==> config.mk <==
export PLATFORM = sky130hd
export DESIGN_NAME = spi_boot_reader
export DESIGN_NICKNAME = d
export VERILOG_FILES = /design/src/rtl/spi_boot_pkg.sv /design/src/rtl/spi_boot_clkdiv.sv /design/src/rtl/spi_boot_rxbyte.sv /design/src/rtl/spi_boot_reader.sv
export SDC_FILE = /design/constraint.sdc
export NUM_CORES = 1
export LEC_CHECK = 0
export CAP_MARGIN = 10
export CORE_ASPECT_RATIO = 0.9
export CORE_MARGIN = 3
export CORE_UTILIZATION = 41
export CTS_CLUSTER_SIZE = 30
export DETAILED_ROUTE_END_ITERATION = 10
export PLACE_DENSITY = 0.58
export SYNTH_ARGS = -nofsm -noshare
export SYNTH_HDL_FRONTEND = slang
export SYNTH_HIERARCHICAL = 1
export SYNTH_SLANG_ARGS = --single-unit
==> constraint.sdc <==
create_clock -name clk -period 6.8 [get_ports clk]
set_input_delay 1.7 -clock clk [delete_from_list [all_inputs] [get_ports clk]]
set_output_delay 1.7 -clock clk [all_outputs]
set_load 0.02 [all_outputs]
==> src/rtl/spi_boot_pkg.sv <==
package spi_boot_pkg;
  typedef enum logic [2:0] {
    ST_IDLE,
    ST_GAP,
    ST_RECOVER,
    ST_CMD,
    ST_DATA,
    ST_END
  } boot_state_t;

  localparam int        WORD_BITS   = 32;
  localparam logic [31:0] RECOVER_WORD = 32'hFFFF_FFFF;
  localparam logic [31:0] READ_AT_ZERO = 32'h0300_0000;
endpackage

==> src/rtl/spi_boot_clkdiv.sv <==
module spi_boot_clkdiv #(
  parameter int HALF = 2
) (
  input  logic clk,
  input  logic rst,
  input  logic run,
  output logic tick
);
  localparam int CW = $clog2(HALF + 1);

  generate
    if (HALF == 1) begin : g_direct
      assign tick = run;
    end else begin : g_count
      logic [CW-1:0] cnt;
      always_ff @(posedge clk) begin
        if (rst || !run)                 cnt <= '0;
        else if (cnt == CW'(HALF - 1))   cnt <= '0;
        else                             cnt <= cnt + 1'b1;
      end
      assign tick = run && (cnt == CW'(HALF - 1));
    end
  endgenerate
endmodule

==> src/rtl/spi_boot_rxbyte.sv <==
module spi_boot_rxbyte (
  input  logic       clk,
  input  logic       rst,
  input  logic       clr,
  input  logic       sample,
  input  logic       din,
  output logic       byte_vld,
  output logic [7:0] byte_out
);
  logic [6:0] sh;
  logic [2:0] cnt;

  always_ff @(posedge clk) begin
    if (rst || clr) begin
      sh       <= '0;
      cnt      <= '0;
      byte_vld <= 1'b0;
      byte_out <= '0;
    end else begin
      byte_vld <= 1'b0;
      if (sample) begin
        sh  <= {sh[5:0], din};
        cnt <= cnt + 1'b1;
        if (cnt == 3'd7) begin
          byte_vld <= 1'b1;
          byte_out <= {sh, din};
        end
      end
    end
  end
endmodule

==> src/rtl/spi_boot_reader.sv <==
module spi_boot_reader
  import spi_boot_pkg::*;
#(
  parameter int CLK_DIV_HALF = 2,
  parameter int ADDR_W       = 10,
  parameter int GAP_SCK      = 2,
  parameter int RESET_WORDS  = 4
) (
  input  logic              clk,
  input  logic              rst,
  input  logic              start,
  input  logic [ADDR_W:0]   byte_count,
  input  logic              spi_miso,
  output logic              spi_sck,
  output logic              spi_cs_n,
  output logic              spi_mosi,
  output logic              spi_wp_n,
  output logic              spi_hold_n,
  output logic              mem_we,
  output logic [ADDR_W-1:0] mem_addr,
  output logic [7:0]        mem_wdata,
  output logic              done
);
  localparam int LEN_W     = ADDR_W + 1;
  localparam int BIT_W     = ADDR_W + 4;
  localparam int GAP_TICKS = 2 * GAP_SCK;
  localparam int GAP_W     = $clog2(GAP_TICKS + 1);
  localparam int IDX_W     = $clog2(RESET_WORDS + 1);
  localparam int GAP_CYC   = GAP_TICKS * CLK_DIV_HALF;

  boot_state_t      st;
  logic [31:0]      tx_sh;
  logic [BIT_W-1:0] bit_cnt;
  logic [BIT_W-1:0] data_bits;
  logic [GAP_W-1:0] gap_cnt;
  logic [IDX_W-1:0] word_idx;
  logic [LEN_W-1:0] len_r;
  logic [LEN_W-1:0] wr_cnt;
  logic             sck_r, cs_n_r;
  logic             run, tick, last_bit;
  logic             rx_vld;
  logic [7:0]       rx_byte;

  assign run       = (st != ST_IDLE) && (st != ST_END);
  assign data_bits = {len_r, 3'b000};

  spi_boot_clkdiv #(.HALF(CLK_DIV_HALF)) u_div (
    .clk(clk), .rst(rst), .run(run), .tick(tick)
  );

  spi_boot_rxbyte u_rx (
    .clk(clk), .rst(rst), .clr(st != ST_DATA),
    .sample((st == ST_DATA) && tick && !sck_r),
    .din(spi_miso), .byte_vld(rx_vld), .byte_out(rx_byte)
  );

  always_comb begin
    unique case (st)
      ST_RECOVER, ST_CMD: last_bit = (bit_cnt == BIT_W'(WORD_BITS - 1));
      ST_DATA:            last_bit = (bit_cnt == data_bits - 1'b1);
      default:            last_bit = 1'b0;
    endcase
  end

  // Sequencer: gap -> recovery words -> read command -> data bytes -> done
  always_ff @(posedge clk) begin
    if (rst) begin
      st       <= ST_IDLE;
      sck_r    <= 1'b0;
      cs_n_r   <= 1'b1;
      tx_sh    <= RECOVER_WORD;
      bit_cnt  <= '0;
      gap_cnt  <= '0;
      word_idx <= '0;
      len_r    <= '0;
      done     <= 1'b0;
    end else begin
      done <= 1'b0;
      unique case (st)
        ST_IDLE: if (start) begin
          st       <= ST_GAP;
          gap_cnt  <= '0;
          word_idx <= '0;
          len_r    <= byte_count;
        end
        ST_GAP: if (tick) begin
          gap_cnt <= gap_cnt + 1'b1;
          if (gap_cnt == GAP_W'(GAP_TICKS - 1)) begin
            cs_n_r  <= 1'b0;
            bit_cnt <= '0;
            if (word_idx < IDX_W'(RESET_WORDS)) begin
              st    <= ST_RECOVER;
              tx_sh <= RECOVER_WORD;
            end else begin
              st    <= ST_CMD;
              tx_sh <= READ_AT_ZERO;
            end
          end
        end
        ST_RECOVER, ST_CMD, ST_DATA: if (tick) begin
          if (!sck_r) begin
            sck_r <= 1'b1;
          end else begin
            sck_r   <= 1'b0;
            tx_sh   <= {tx_sh[30:0], 1'b1};
            bit_cnt <= bit_cnt + 1'b1;
            if (last_bit) begin
              bit_cnt <= '0;
              if (st == ST_RECOVER) begin
                cs_n_r   <= 1'b1;
                st       <= ST_GAP;
                gap_cnt  <= '0;
                word_idx <= word_idx + 1'b1;
              end else if (st == ST_CMD && len_r != '0) begin
                st <= ST_DATA;
              end else begin
                cs_n_r <= 1'b1;
                st     <= ST_END;
              end
            end
          end
        end
        ST_END: begin
          done <= 1'b1;
          st   <= ST_IDLE;
        end
        default: st <= ST_IDLE;
      endcase
    end
  end

  // Memory write port, addresses counted from zero
  always_ff @(posedge clk) begin
    if (rst) begin
      mem_we    <= 1'b0;
      mem_wdata <= '0;
      mem_addr  <= '0;
      wr_cnt    <= '0;
    end else begin
      mem_we <= rx_vld;
      if (st == ST_IDLE && start) wr_cnt <= '0;
      if (rx_vld) begin
        mem_wdata <= rx_byte;
        mem_addr  <= wr_cnt[ADDR_W-1:0];
        wr_cnt    <= wr_cnt + 1'b1;
      end
    end
  end

  assign spi_sck    = sck_r;
  assign spi_cs_n   = cs_n_r;
  assign spi_mosi   = tx_sh[31];
  assign spi_wp_n   = 1'b1;
  assign spi_hold_n = 1'b1;

  // Checker state: length of the current chip-select high interval
  logic [15:0] cs_hi_len;
  always_ff @(posedge clk) begin
    if (rst || !cs_n_r)          cs_hi_len <= '0;
    else if (cs_hi_len != '1)    cs_hi_len <= cs_hi_len + 1'b1;
  end

  a_r4_cs_gap: assert property (@(posedge clk) disable iff (rst)
    $fell(cs_n_r) |-> ($past(cs_hi_len) >= 16'(GAP_CYC - 1)));

  a_r5_sck_in_frame: assert property (@(posedge clk) disable iff (rst)
    !$stable(sck_r) |-> !$past(cs_n_r));

  a_r5_mosi_on_fall: assert property (@(posedge clk) disable iff (rst)
    !$stable(tx_sh[31]) |-> ($fell(sck_r) || $fell(cs_n_r)));

  a_r8_done_all_written: assert property (@(posedge clk) disable iff (rst)
    done |-> (wr_cnt == len_r) && cs_n_r && !mem_we);
endmodule

==> reports/metrics.csv, run 1 <==
stage;metric;value;unit
run_status;status;completed;
sta;Slew Limit Fails;0;
logic_synthesis;post-synthesis sequential area ratio;42.54;%
finish;# diodes;0;
routing;Pre-Repair DR Iteration Count;4;
logic_synthesis;Post-synth EDFFs;0;
logic_synthesis;Unique masters post-synth;66;
cts;clk sinks;119;
sta;Max Fclk;240.6;MHz
finish;leading cell type in the layout, fill and taps excluded;dfxtp_1;
cts;clk_lat worst skew;420;ps
finish;layout cells sized above 1;9.821;%
sta;fin crit share;61.13;%
placed_design;I/O Buffers;37;
finish;Final #Nets;684;
power;leakage;2.359;nW
die;IO Pins;40;
grt;vias in the first global route;4304;
finish;final instance area;6601;um^2
cts;Reg clk slew, reported paths;60;ps
sta;skew final;13.30;ps
die;Core Area;13030;um^2
grt;total gr overflow;0;
sta;Fin. Hold Viols;0;
power;Peak VDD IR;0.1585;mV
routing;drt drc;0;
finish;most frequent cells in the layout;119 x dfxtp_1, 92 x nor2_1, 58 x nand2_1, 57 x a21oi_1, 36 x clkdlybuf4s50_1;
cts;Max H-tree Level;4;
logic_synthesis;Synth async-reset ratio;0;%
logic_synthesis;Yosys top cell area share;42.54;%
sta;Setup-failing EPs final;0;
sta;min cycle time layout;4157;ps
cts;CTS tree;done;
cts;# hold bufs at CTS;0;
grt;overall routing resource usage;16.47;%
worst_setup_path;crit path launch type;flip-flop;
cts;PostCTS Resize Cnt;0;
die;initial core utilization;42.98;%
worst_setup_path;WP data arrival;4420;ps
die;Die ar.;15100;um^2
hold_path;Hold WC Path Type;reg2reg;
routing;wire length per cell;14.03;um
logic_synthesis;Syn Inst Count;643;
placed_design;DP Area;5963;um^2
grt;GRT busiest layer;met2;
power;PD cells;298.5;nW/um^2
worst_setup_path;CP Max Fanout;65;
logic_synthesis;Syn Std Cell Area;5600;um^2
cts;setup bufs post-CTS;0;
logic_synthesis;Synth area leaders;dfxtp_1 43%, nor2_1 6.2%, a21oi_1 5.1%;
grt;GR Util met3;4.310;%
worst_setup_path;CP required;7070;ps
finish;final core utilization;50.67;%
logic_synthesis;leading area contributor after synthesis;dfxtp_1;
routing;Detailed Route WL;11730;um
cts;Max clock buf depth;2;
logic_synthesis;Main synth FF type;dfxtp_1;
die;die height;116.9;um
placed_design;RD Place Congestion;0.7996;
cts;TritonCTS buffer count;17;
grt;largest net degree at the start of global routing;66;
placed_design;hpwl dp;7676;um
routing;DR vias/cell;5.419;
logic_synthesis;syn_area_per_cell;8.710;um^2
die;# rows;39;
finish;synthesis-to-finish area growth;17.87;%
grt;GR Layer Usage met2;26.55;%
logic_synthesis;YS warnings;6;
sta;worst rel slew slack;25.60;%
sta;setup_tns;0;ps
grt;initial antenna violation count;0;
grt;M1 GR Usage;21.00;%
cts;root buf cell;clkbuf_16;
routing;routed vias;4530;
worst_setup_path;Setup Crit Path Kind;reg2reg;
finish;fill count;1207;
logic_synthesis;FF+latch count, synth;119;
sta;WHS;449.4;ps
worst_setup_path;CP endpoint kind;flip-flop;
routing;Routed Antenna Nets;0;
sta;Slew @ Worst Pin;1112;ps
run;# Max-Cap Violations;0;
sta;RSZ-0062 raised after global routing;no;
die;Die Wd;129.2;um
grt;first-pass GRT wire length;20190;um
routing;initial DRC count;228;
sequential cells by signal (all words and copies together), names as in the netlist, 2 cells and up:
signal / count
tx_sh: 32
bit_cnt: 14
len_r: 11
mem_addr: 10
wr_cnt: 10
mem_wdata: 8
u_rx/byte_out: 8
u_rx/sh: 7
gap_cnt: 3
st: 3
u_rx/cnt: 3
word_idx: 3
u_div/g_count.cnt: 2
power breakdown:
group          total (mW)  switching, mW  internal (mW)  leakage, nW
clock               0.930          0.317          0.613        0.293
sequential          0.751         0.0328          0.719        0.962
combinational       0.288          0.180          0.109         1.10
total                1.97          0.530           1.44         2.36
synthesized netlist by cell type, types with 2 or more instances:
master,instances
buf_4,3
a21bo_2,7
dfxtp_1,119
a31oi_1,5
nand4_1,8
o22ai_1,2
a211o_1,32
nor3b_1,3
xnor2_1,12
buf_1,5
or4_1,3
a21o_1,3
buf_2,4
nand4b_1,2
nand2_1,59
and3_1,7
mux2i_1,28
ha_1,10
a21oi_1,57
inv_1,9
or3_1,7
nor4_1,3
or2_2,4
nor4b_2,2
nand2b_1,9
nand3_1,28
a41oi_1,3
mux2_2,2
buf_6,5
buf_8,2
nand3b_1,4
nor2_1,92
o21ai_0,20
nand3_2,3
nor3_1,6
clkbuf_1,27
xor2_1,16
and2_1,4
worst max-delay path, cell delays in order (launching register included):
cell and delay [ps]:
dfxtp_1 470, nor3b_4 440, inv_1 340, nand2_1 710, nand2_1 240, nand2_1 120
nand2_2 600, o21bai_1 940, nor2_1 110
metrics by stage:
| step | cells | power, mW | setup WS, ps |
|---|---|---|---|
| after global placement | 803 | 1.041 | 2791 |
| final | 836 | 1.970 | 2643 |
| after detailed placement | 803 | 1.049 | 2629 |
| after floorplan | 644 | 0.9841 | 3772 |
| after CTS | 835 | 1.992 | 2611 |
| after global routing | 836 | 2.065 | 2064 |
cell families (layout without fill, tap and decap cells):
logic type | count (synthesis) | after routing | synth area share [%]
AOI/OAI and AO/OA | 144 | 144 | 17.56
adders and majority gates | 10 | 10 | 2.234
buffers and inverters | 56 | 84 | 5.116
muxes | 30 | 30 | 5.407
xor gates and xnor gates | 29 | 29 | 4.781
and+or+nand+nor | 254 | 254 | 22.30
other | 1 | 2 | 0.06696
DFF | 119 | 119 | 42.54
cell type report:
cell class                      count  area (um^2)  share of cell area, %
Clock inverter                     11        146.4                  2.218
Multi-Input combinational cell    469         2943                  44.58
Timing Repair Buffer               42        406.6                  6.160
Clock buffer                       21        480.5                  7.278
Inverter                           10        37.54                 0.5686
Sequential cell                   119         2382                  36.09
Tap cell                          164        205.2                  3.108
path summary, 6_finish.rpt:
kind	start	end	slack, ps	depth (start not counted)
hold reg to reg	u_div/g_count.cnt[0]$_SDFF_PP0_	u_div/g_count.cnt[0]$_SDFF_PP0_	450	1
setup reg to reg	st[0]$_SDFFE_PP0P_	bit_cnt[11]$_SDFFE_PP0P_	2640	8
setup / recovery	st[0]$_SDFFE_PP0P_	bit_cnt[11]$_SDFFE_PP0P_	2640	8
hold / removal	u_div/g_count.cnt[0]$_SDFF_PP0_	u_div/g_count.cnt[0]$_SDFF_PP0_	450	1
routing by layer:
layer / vias up / share of wire (%)
li1: 2286 / -
met1: 2158 / 49
met2: 74 / 46
met3: 12 / 3.7
met4: 0 / 1.4
met5: - / 0
Note: power is estimated with default switching activity, not from simulation.
==> inputs of run 2 (changes only) <==
==> constraint.sdc (replaced) <==
create_clock -name clk -period 4.1 [get_ports clk]
set_input_delay 1.025 -clock clk [delete_from_list [all_inputs] [get_ports clk]]
set_output_delay 1.025 -clock clk [all_outputs]
set_load 0.02 [all_outputs]
==> reports/metrics.csv, run 2 (synthesized netlist as in run 1, its figures left out) <==
stage;metric;value;unit;change
run_status;status;completed;;
cts;# hold bufs at CTS;0;;unchanged
worst_setup_path;cell family with most CP delay;simple AND/OR/NAND/NOR gates;;
sta;Final WS setup;681.3;ps;-1962 ps
worst_setup_path;crit-path cells;nor3b_4 -> inv_1 -> or4_4 -> nand3_2 -> nand3_2 -> a2111oi_4 -> nand3_2 -> and4b_1 -> or4_1;;
finish;most frequent cells in the layout;119 x dfxtp_1, 92 x nor2_1, 58 x nand2_1, 57 x a21oi_1, 36 x clkdlybuf4s50_1;;
power;Peak VDD IR;0.3366;mV;+110%
worst_setup_path;WP data arrival;3710;ps;-710 ps
finish;leading cell type in the layout, fill and taps excluded;dfxtp_1;;
cts;CTS tree;done;;
finish;# diodes;0;;unchanged
cts;clk sinks;119;;unchanged
worst_setup_path;slowest CP cell;or4_4;;
finish;max reg flops;32;;unchanged
placed_design;worst slack at placement;698.0;ps;-1931 ps
routing;wire length per cell;14.16;um;+0.91%
die;IO Pins;40;;unchanged
sta;min cycle time layout;3419;ps;-738.0 ps
power;PD cells;500.5;nW/um^2;+68%
sta;RSZ-0062 raised after global routing;no;;
cts;Max H-tree Level;4;;unchanged
sta;worst rel slew slack;47.95;%;+22 points
placed_design;hpwl dp;7709;um;+0.43%
sta;skew final;12.41;ps;-0.8902 ps
finish;largest register by flop count;tx_sh;;
power;leakage;2.388;nW;+1.3%
sta;fin crit share;83.38;%;+22 points
grt;overall routing resource usage;16.94;%;+0.47 points
grt;largest net degree at the start of global routing;60;;-9.1%
sta;Slew Limit Fails;0;;unchanged
routing;Detailed Route WL;11890;um;+1.4%
die;Core Area;13030;um^2;unchanged
cts;Max clock buf depth;2;;unchanged
die;Die ar.;15100;um^2;unchanged
routing;drt drc;0;;unchanged
cts;setup bufs post-CTS;0;;unchanged
sta;Slew @ Worst Pin;761.1;ps;-351.0 ps
finish;synthesis-to-finish area growth;18.43;%;
die;Die Wd;129.2;um;unchanged
worst_setup_path;WP buf/inv;1;;unchanged
worst_setup_path;crit path launch type;flip-flop;;
sta;setup_tns;0;ps;unchanged
worst_setup_path;CP dominant cell by count;nand3_2;;
cts;TritonCTS buffer count;17;;unchanged
die;initial core utilization;42.98;%;unchanged
finish;top flop regs;tx_sh: 32 flops, bit_cnt: 14 flops, len_r: 11 flops;;
grt;total gr overflow;0;;unchanged
worst_setup_path;CP Max Fanout;16;;-75%
hold_path;Hold WC Path Type;reg2reg;;
cts;PostCTS Resize Cnt;0;;unchanged
sta;Setup-failing EPs final;0;;unchanged
placed_design;RD Place Congestion;0.8127;;+1.6%
routing;initial DRC count;292;;+28%
worst_setup_path;Setup Crit Path Kind;reg2reg;;
routing;routed vias;4471;;-1.3%
cts;root buf cell;clkbuf_16;;
grt;initial antenna violation count;0;;unchanged
routing;DR vias/cell;5.323;;-1.8%
finish;Final #Nets;688;;+0.58%
routing;Routed Antenna Nets;0;;unchanged
sta;Max Fclk;292.5;MHz;+22%
grt;vias in the first global route;4363;;+1.4%
die;# rows;39;;unchanged
run;# Max-Cap Violations;0;;unchanged
sta;Fin. Hold Viols;0;;unchanged
worst_setup_path;CP endpoint kind;flip-flop;;
finish;layout cells sized above 1;9.911;%;+0.090 points
finish;final core utilization;50.91;%;+0.24 points
worst_setup_path;CP required;4390;ps;-2680 ps
routing;Pre-Repair DR Iteration Count;4;;unchanged
placed_design;I/O Buffers;37;;unchanged
die;die height;116.9;um;unchanged
worst_setup_path;Max stage delay on crit path;600;ps;-340 ps
cts;Reg clk slew, reported paths;60;ps;about the same
grt;first-pass GRT wire length;20620;um;+2.2%
cts;clk_lat worst skew;420;ps;about the same
## run 2: changes by cell type in the layout (fill, tap and decap cells not counted)
cell	previous run	this run
buf_4	4	9
buf_6	1	0
clkbuf_8	4	2
clkbuf_1	0	3
clkinvlp_4	5	1
bufinv_16	3	4
clkinv_2	2	1
inv_6	0	2
clkinv_4	1	2
## run 2: area by class of cell
type | count | area, um^2
clock buffer | 22 | 464.2
clock inverter | 10 | 167.7
fill | 1212 | 6396
inverter | 10 | 37.54
multi-input combinational | 469 | 2943
sequential | 119 | 2382
tap | 164 | 205.2
timing repair buffer | 46 | 432.9
## run 2: worst paths after layout
| path | start | endpoint | slack, ps | cells past startpoint |
|---|---|---|---|---|
| max reg2reg | st[0]$_SDFFE_PP0P_ | word_idx[2]$_SDFFE_PP0P_ | 680 | 9 |
| min reg2reg | u_div/g_count.cnt[0]$_SDFF_PP0_ | u_div/g_count.cnt[0]$_SDFF_PP0_ | 440 | 1 |
| max | st[0]$_SDFFE_PP0P_ | word_idx[2]$_SDFFE_PP0P_ | 680 | 9 |
| min | u_div/g_count.cnt[0]$_SDFF_PP0_ | u_div/g_count.cnt[0]$_SDFF_PP0_ | 440 | 1 |
## run 2: routing by layer
| layer | vias to the layer above | global-route usage, % | part of all wire, % |
|---|---|---|---|
| met5 | - | 0 | 0 |
| met4 | 0 | 6.718 | 1.4 |
| met3 | 14 | 5.036 | 3.4 |
| met2 | 59 | 26.93 | 46 |
| met1 | 2095 | 21.74 | 49 |
| li1 | 2303 | - | - |
## run 2: per-stage QoR
step	power, mW	instances	cell area (um^2)	hold WS [ps]
CTS	3.348	839	6625	445.3
detailed placement	1.751	807	5993	437.1
floorplan	1.632	644	5604	419.0
finish	3.320	840	6633	441.3
global placement	1.739	807	5993	428.2
global route	3.468	840	6633	460.9
## run 2: report_power, final
part	internal (mW)	total [mW]	switching, mW
Combinational	0.186	0.486	0.300
Clock	1.05	1.59	0.535
Sequential	1.19	1.25	0.0539
==> inputs of run 3 (changes only) <==
==> constraint.sdc (replaced) <==
create_clock -name clk -period 3.55 [get_ports clk]
set_input_delay 0.8875 -clock clk [delete_from_list [all_inputs] [get_ports clk]]
set_output_delay 0.8875 -clock clk [all_outputs]
set_load 0.02 [all_outputs]
==> reports/metrics.csv, run 3 (synthesized netlist as in run 1, its figures left out) <==
stage;metric;value;unit;change
worst_setup_path;WP data arrival;3510;ps;-200 ps
cts;CTS tree;done;;
grt;total gr overflow;0;;unchanged
routing;wire length per cell;13.90;um;-1.8%
run;# Max-Cap Violations;0;;unchanged
finish;Final #Nets;690;;+0.29%
placed_design;worst slack at placement;353.9;ps;-344.2 ps
routing;Pre-Repair DR Iteration Count;4;;unchanged
die;IO Pins;40;;unchanged
power;PD cells;552.6;nW/um^2;+10%
routing;Detailed Route WL;11710;um;-1.6%
cts;TritonCTS buffer count;17;;unchanged
cts;Max H-tree Level;4;;unchanged
sta;Fin. Hold Viols;0;;unchanged
cts;# hold bufs at CTS;0;;unchanged
placed_design;hpwl dp;7814;um;+1.4%
finish;leading cell type in the layout, fill and taps excluded;dfxtp_1;;
die;Die Wd;129.2;um;unchanged
finish;max reg flops;32;;unchanged
routing;drt drc;0;;unchanged
sta;Final WS setup;319.4;ps;-361.9 ps
finish;most frequent cells in the layout;119 x dfxtp_1, 92 x nor2_1, 58 x nand2_1, 57 x a21oi_1, 36 x clkdlybuf4s50_1;;
sta;Slew Limit Fails;0;;unchanged
worst_setup_path;crit path launch type;flip-flop;;
die;initial core utilization;42.98;%;unchanged
worst_setup_path;Setup Crit Path Kind;reg2reg;;
worst_setup_path;crit-path cells;inv_1 -> ha_1 -> nor3b_1 -> xnor2_1 -> xnor2_1 -> o31a_1 -> a2111oi_4 -> nand3_2 -> and4b_1 -> or4_1;;
routing;routed vias;4542;;+1.6%
cts;Max clock buf depth;2;;unchanged
sta;fin crit share;91.00;%;+7.6 points
sta;WHS;442.0;ps;+0.6680 ps
cts;clk sinks;119;;unchanged
run_status;status;completed;;
routing;DR vias/cell;5.394;;+1.3%
finish;final instance area;6601;um^2;-0.47%
finish;synthesis-to-finish area growth;17.87;%;
die;# rows;39;;unchanged
power;Peak VDD IR;0.3478;mV;+3.3%
grt;overall routing resource usage;16.55;%;-0.39 points
grt;first-pass GRT wire length;20320;um;-1.5%
placed_design;I/O Buffers;37;;unchanged
sta;setup_tns;0;ps;unchanged
placed_design;DP Area;6021;um^2;+0.46%
grt;vias in the first global route;4222;;-3.2%
finish;# diodes;0;;unchanged
finish;fill count;1208;;-0.33%
finish;top flop regs;tx_sh: 32 flops, bit_cnt: 14 flops, len_r: 11 flops;;
routing;Routed Antenna Nets;0;;unchanged
worst_setup_path;CP Max Fanout;8;;-8
finish;largest register by flop count;tx_sh;;
cts;setup bufs post-CTS;0;;unchanged
sta;Slew @ Worst Pin;724.2;ps;-36.90 ps
worst_setup_path;CP required;3830;ps;-560 ps
routing;initial DRC count;279;;-4.5%
worst_setup_path;Max stage delay on crit path;510;ps;-90 ps
sta;Setup-failing EPs final;0;;unchanged
grt;initial antenna violation count;0;;unchanged
cts;clk_lat worst skew;410;ps;about the same
worst_setup_path;CP dominant cell by count;xnor2_1;;
die;die height;116.9;um;unchanged
sta;min cycle time layout;3231;ps;-188.1 ps
sta;skew final;11.36;ps;-1.049 ps
cts;root buf cell;clkbuf_16;;
cts;PostCTS Resize Cnt;0;;unchanged
placed_design;placed cells;809;;+0.25%
finish;layout cells sized above 1;10.47;%;+0.56 points
die;Die ar.;15100;um^2;unchanged
sta;RSZ-0062 raised after global routing;no;;
sta;worst rel slew slack;51.28;%;+3.3 points
grt;largest net degree at the start of global routing;68;;+13%
finish;non-filler instance count after layout;842;;+0.24%
placed_design;RD Place Congestion;0.8670;;+6.7%
power;leakage;2.362;nW;-1.1%
hold_path;Hold WC Path Type;reg2reg;;
die;Core Area;13030;um^2;unchanged
worst_setup_path;slowest CP cell;a2111oi_4;;
sta;Max Fclk;309.5;MHz;+5.8%
worst_setup_path;CP endpoint kind;flip-flop;;
cts;Reg clk slew, reported paths;60;ps;about the same
## run 3: report_power, final
part           internal (mW)  switching [mW]  total (mW)
Combinational          0.223           0.357       0.580
Clock                  0.980           0.661        1.64
Sequential              1.38          0.0508        1.43
Total                   2.58            1.07        3.65
## run 3: per-layer routing
metal	up-vias	GRT usage, %	share of wire [%]
met1	2122	22.78	50
met4	0	6.438	1.5
met3	18	4.537	3.9
li1	2310	-	-
met5	-	0	0
met2	92	24.79	45
## run 3: path summary, 6_finish.rpt
kind                                                       from  slack [ps]                         endpoint  depth (start not counted)
worst max-delay path                      len_r[0]$_SDFFE_PP0P_         320         word_idx[2]$_SDFFE_PP0P_                         10
worst min-delay path            u_div/g_count.cnt[0]$_SDFF_PP0_         440  u_div/g_count.cnt[0]$_SDFF_PP0_                          1
worst max register to register            len_r[0]$_SDFFE_PP0P_         320         word_idx[2]$_SDFFE_PP0P_                         10
worst min register to register  u_div/g_count.cnt[0]$_SDFF_PP0_         440  u_div/g_count.cnt[0]$_SDFF_PP0_                          1
## run 3: layout make-up
type / count / area [um^2] / area share (%)
multi-input cells: 469 / 2943 / 44.58
inverters: 10 / 37.54 / 0.5686
well taps: 164 / 205.2 / 3.108
clock inverters: 14 / 140.1 / 2.123
flip-flops and latches: 119 / 2382 / 36.09
clock buffers: 18 / 429.2 / 6.501
repair buffers: 48 / 464.2 / 7.032
## run 3: critical path, delay by kind of cell (launching register included)
family,cells,cell delay [ps]
AO/OA/AOI/OAI,2,830
adder cells (fa/ha/maj),1,280
buffers and inverters,1,120
XOR/XNOR,2,410
flip-flops,1,450
AND/OR/NAND/NOR,4,1010
## run 3: metrics by stage
step                      total power [mW]  util (%)
after floorplan                      1.885         -
after global placement               2.015     46.21
after detailed placement             2.025     46.21
after CTS                            3.679     50.58
after global routing                 3.844     50.67
final                                3.648     50.67
